`config.mk`:
```
export PLATFORM = sky130hd
export DESIGN_NAME = adc_part_seq
export DESIGN_NICKNAME = d
export VERILOG_FILES = /design/src/rtl/adc_part_seq.sv
export SDC_FILE = /design/constraint.sdc
export NUM_CORES = 1
export LEC_CHECK = 0
export BUFFER_PORTS_ARGS = -buffer_cell sky130_fd_sc_hd__buf_2
export CORE_MARGIN = 1
export CORE_UTILIZATION = 47
export CTS_BUF_LIST = sky130_fd_sc_hd__clkbuf_16
export DETAILED_ROUTE_END_ITERATION = 6
export PLACE_DENSITY = 0.84
export SLEW_MARGIN = 20
export SYNTH_ARGS = -nofsm -noshare
export SYNTH_HDL_FRONTEND = slang
export SYNTH_SLANG_ARGS = --single-unit
```
`constraint.sdc`:
```
create_clock -name clk -period 3.7 [get_ports clk]
set_input_delay 0.555 -clock clk [delete_from_list [all_inputs] [get_ports clk]]
set_output_delay 0.555 -clock clk [all_outputs]
set_load 0.05 [all_outputs]
```
`src/rtl/adc_part_seq.sv`:
```
module adc_part_seq #(
  parameter int NSLOT_N = 16,
  parameter int NSLOT_P = 4,
  parameter int CHW     = 5,
  parameter int PCW     = 3
) (
  input  logic                     clk,
  input  logic                     rst_n,
  input  logic [$clog2(NSLOT_N)-1:0] nrm_len,
  input  logic [PCW-1:0]           part_cnt,
  input  logic [NSLOT_N*CHW-1:0]   nrm_slots,
  input  logic [$clog2(NSLOT_P)-1:0] pri_len,
  input  logic [NSLOT_P*CHW-1:0]   pri_slots,
  input  logic                     nrm_trig,
  input  logic                     pri_trig,
  input  logic                     conv_done,
  output logic                     conv_start,
  output logic [CHW-1:0]           conv_chan,
  output logic                     conv_is_pri,
  output logic                     nrm_cmpl,
  output logic                     pri_cmpl
);
  localparam int NW = $clog2(NSLOT_N);
  localparam int PW = $clog2(NSLOT_P);
  localparam logic [PW-1:0] PTOP = PW'(NSLOT_P - 1);

  logic [CHW-1:0] nslot [NSLOT_N];
  logic [CHW-1:0] pslot [NSLOT_P];

  for (genvar i = 0; i < NSLOT_N; i++) begin : g_nslot
    assign nslot[i] = nrm_slots[i*CHW +: CHW];
  end
  for (genvar j = 0; j < NSLOT_P; j++) begin : g_pslot
    assign pslot[j] = pri_slots[j*CHW +: CHW];
  end

  logic [NW-1:0]  nrm_ptr, nrm_len_q;
  logic [PW-1:0]  pri_ptr, pri_len_q;
  logic [PCW-1:0] nrm_left;
  logic           nrm_act, pri_pend, busy, cur_pri;

  wire [PW-1:0] pri_idx = PTOP - pri_len + pri_ptr;
  wire go_pri  = !busy && pri_pend;
  wire go_nrm  = !busy && !pri_pend && nrm_act;
  wire fin     = busy && conv_done;
  wire nlen_ch = nrm_len != nrm_len_q;
  wire plen_ch = pri_len != pri_len_q;

  assign conv_is_pri = cur_pri;

  always_ff @(posedge clk) begin
    if (!rst_n) begin
      nrm_ptr    <= '0;
      pri_ptr    <= '0;
      nrm_len_q  <= '0;
      pri_len_q  <= '0;
      nrm_left   <= '0;
      nrm_act    <= 1'b0;
      pri_pend   <= 1'b0;
      busy       <= 1'b0;
      cur_pri    <= 1'b0;
      conv_start <= 1'b0;
      conv_chan  <= '0;
      nrm_cmpl   <= 1'b0;
      pri_cmpl   <= 1'b0;
    end else begin
      conv_start <= 1'b0;
      nrm_cmpl   <= 1'b0;
      pri_cmpl   <= 1'b0;
      nrm_len_q  <= nrm_len;
      pri_len_q  <= pri_len;

      if (go_pri || go_nrm) begin
        busy       <= 1'b1;
        conv_start <= 1'b1;
        cur_pri    <= go_pri;
        conv_chan  <= go_pri ? pslot[pri_idx] : nslot[nrm_ptr];
        if (go_pri) pri_pend <= 1'b0;
      end

      if (fin) begin
        busy <= 1'b0;
        if (cur_pri) begin
          if (pri_ptr == pri_len) begin
            pri_cmpl <= 1'b1;
            pri_ptr  <= '0;
          end else begin
            pri_ptr <= pri_ptr + PW'(1);
          end
        end else begin
          if (nrm_ptr == nrm_len) begin
            nrm_cmpl <= 1'b1;
            nrm_ptr  <= '0;
            nrm_act  <= 1'b0;
          end else begin
            nrm_ptr <= nrm_ptr + NW'(1);
            if (nrm_left == '0) nrm_act <= 1'b0;
            else nrm_left <= nrm_left - PCW'(1);
          end
        end
      end

      if (nrm_trig && !nrm_act) begin
        nrm_act  <= 1'b1;
        nrm_left <= part_cnt;
      end
      if (pri_trig && !pri_pend && !(busy && cur_pri)) pri_pend <= 1'b1;

      if (nlen_ch) nrm_ptr <= '0;
      if (plen_ch) pri_ptr <= '0;
    end
  end

  a_r10_start_one_cycle: assert property (@(posedge clk) disable iff (!rst_n)
    conv_start |=> !conv_start);
  a_r10_no_start_while_busy: assert property (@(posedge clk) disable iff (!rst_n)
    (busy && !conv_done) |=> !conv_start);
  a_r4_nrm_cmpl_after_done: assert property (@(posedge clk) disable iff (!rst_n)
    nrm_cmpl |-> ($past(conv_done) && !$past(cur_pri)));
  a_r6_pri_cmpl_after_done: assert property (@(posedge clk) disable iff (!rst_n)
    pri_cmpl |-> ($past(conv_done) && $past(cur_pri)));
  a_r2_ptr_in_list: assert property (@(posedge clk) disable iff (!rst_n)
    nrm_ptr <= nrm_len_q);
  a_r7_pri_before_nrm: assert property (@(posedge clk) disable iff (!rst_n)
    (pri_pend && !busy) |=> (conv_start && conv_is_pri));
endmodule

```
==> flow_summary.toml <==
[outcome]
status = "complete, no violations"

[clocking]
htree_levels = 1
clk-insertion-delay-late_ns = 0.26
clock-sinks = 27
cts_tree = "yes"
cts_buffers = 3
cts_resized = 0
ctsLongestPathBuffers = 2
path_clk_slew_ns = 0.07
root_buffer = "clkbuf_16"
cts_hold_buf = 0
post-cts-setup-buffers = 0

[worst_setup_path]
critical_path_required_ns = 3.81
worstSetupPathType = "reg2reg"
cp_data_arrival_time_ns = 2.18
startpoint_type = "flop"
path_max_fanout = 21
crit_path_end_kind = "flop"

[floorplan]
rows = 23
pin_count = 123
core_area_um2 = 4090
die_w_um = 68.0
initial_utilization_pct = 50.2
die-area_um2 = 4630
die_h_um = 68.0

[power_and_ir_drop]
finalPower_uw = 772
power_density_nw_per_um2 = 286
irDropWorstVdd_mv = 0.254
clkPwrFrac_pct = 30.9
p_sw_uw = 218
p_comb_share_pct = 27.2
p_leak_nw = 1.18
internal_power_uw = 554
power_frac_seq_pct = 41.9
swShare_pct = 28.2

[synth]
yosysUniqueCellTypes = 35
synthesis.area_um2 = 2050
synth-seq-cells = 27
avgSynthCellArea_um2 = 9.27
synth_nets = 339
synth_flop_cell = "dfxtp_1"
synth_edf_count = 0
synth-seq-area-share_pct = 26.4
synth-warning-count = 0
async_flop_share_pct = 0
postSynthCellCount = 221

[routing]
first_iter_violations = 84
first_pass_iters = 4
wl_um = 5370
drc = 0
num_vias = 2061
post_drt_wl_per_cell_um = 14.1
viasPerCell = 5.40
postRouteAntennaNets = 0

[timing]
relSlewSlack_pct = 56.9
period_needed_ns = 2.07
max_clock_freq_mhz = 483
finClkSkew_ns = 0.00629
finalSetupViolCount = 0
rsz0062_at_grt = "false"
worst_pin_slew_ns = 0.646
fin_crit_sh_pct = 56.0
report.final.slew_viol_count = 0
tns_ns = 0
hold_viol = 0

[cells_and_area]
antenna_cells = 0
syn_to_final_growth_pct = 31.7
layout.nets = 451
drive_gt1_share_pct = 41.3

[placement]
gp_congestion = 0.856
portBuffers = 122
detailed_place_hpwl_um = 4440

[grt]
grt-ovfl-total = 0
antenna_found_initial = 0
grt_pass1_wl_um = 8690
track_usage_pct = 25.0
grt_pass1_vias = 1979
grt_max_degree = 24

[run]
drv_cap = 0

[worst_hold_path]
hp-class = "reg2reg"
cell type report:
cell class              count  area (µm²)
multi-input cells         171        1370
clock inverters             1        5.00
well taps                  50        62.6
flip-flops and latches     27         541
repair buffers            124         626
fillers                   338        1390
clock buffers               3        75.1
inverters                   6        22.5
power groups by stage:
stage / Clock [mW] / Combinational, mW / Sequential (mW)
floorplan: 0 / 0.0939 / 0.358
global placement: 0 / 0.206 / 0.329
detailed placement: 0 / 0.210 / 0.330
CTS: 0.244 / 0.211 / 0.323
global route: 0.256 / 0.230 / 0.325
finish: 0.239 / 0.210 / 0.323
worst paths after layout:
path	start	endpoint	slack, ns	cells after the start
max	nrm_ptr[2]$_SDFFE_PP0P_	conv_chan[3]$_SDFFE_PN0P_	1.63	6
min	pri_pend$_SDFFE_PN0P_	conv_is_pri$_SDFFE_PN0P_	0.53	2
max reg2reg	nrm_ptr[2]$_SDFFE_PP0P_	conv_chan[3]$_SDFFE_PN0P_	1.63	6
min reg2reg	pri_pend$_SDFFE_PN0P_	conv_is_pri$_SDFFE_PN0P_	0.53	2
layout by cell type (no fill, tap or decap), types with 8 or more instances in the layout:
| cell | n |
|---|---|
| a22oi_1 | 10 |
| nand2_1 | 13 |
| a31oi_1 | 10 |
| nor2_1 | 17 |
| o21ai_0 | 9 |
| mux2i_1 | 38 |
| a22o_1 | 8 |
| dfxtp_1 | 27 |
| buf_2 | 122 |
| xor2_1 | 10 |
through the flow:
| stage | area [µm²] | utilization, % | worst slack, ns | hold slack, ns | cells |
|---|---|---|---|---|---|
| floorplan | 2050 | - | 1.64 | 0.449 | 221 |
| global placement | 2620 | 64.1 | 1.59 | 0.469 | 378 |
| detailed placement | 2620 | 64.1 | 1.53 | 0.485 | 378 |
| CTS | 2700 | 66.0 | 1.67 | 0.533 | 382 |
| global route | 2700 | 66.0 | 1.48 | 0.553 | 382 |
| finish | 2700 | 66.0 | 1.63 | 0.529 | 382 |
Yosys cell counts, drive strengths merged, types with 6 or more instances:
cell,instances,area [µm²]
inv,6,22.5
clkbuf,8,30.0
xnor2,8,77.6
nor3,8,45.0
and2,6,37.5
a21oi,6,30.0
mux2i,38,380
nor2,17,63.8
a31oi,10,62.6
a22o,8,70.1
nand2,13,48.8
buf,9,88.8
mux4,7,165
xor2,11,104
a22oi,10,75.1
dfxtp,27,541
o21ai,9,45.0
per-layer routing:
layer	GRT usage, %	wire [µm]	vias up
met5	0	0	-
met4	7.55	91	0
met3	4.50	300	12
met2	44.6	2730	91
li1	-	-	1036
met1	30.2	2250	922
state kept, by name, summed over array words and instances (netlist names), 2 cells and up:
signal	cells
nrm_left	3
conv_chan	5
nrm_ptr	4
pri_ptr	2
nrm_len_q	4
pri_len_q	2
worst max-delay path, stage by stage (launching register included):
cell and delay, ns:
dfxtp_1 0.43, buf_4 0.36, nor2b_1 0.57, a22o_1 0.22, nor3_1 0.05, a31oi_1 0.18, a31oi_1 0.11
logic make-up (layout without fill, tap and decap cells):
group,after synthesis,after routing,synth area share (%)
muxes,45,45,26.6
DFF,27,27,26.4
buffers and inverters,23,134,6.90
xor gates and xnor gates,19,19,8.85
and+or+nand+nor,58,58,13.8
adders and majority gates,4,4,2.44
AOI/OAI and AO/OA,45,45,15.0
No activity file was read; power rests on OpenSTA's default activity.
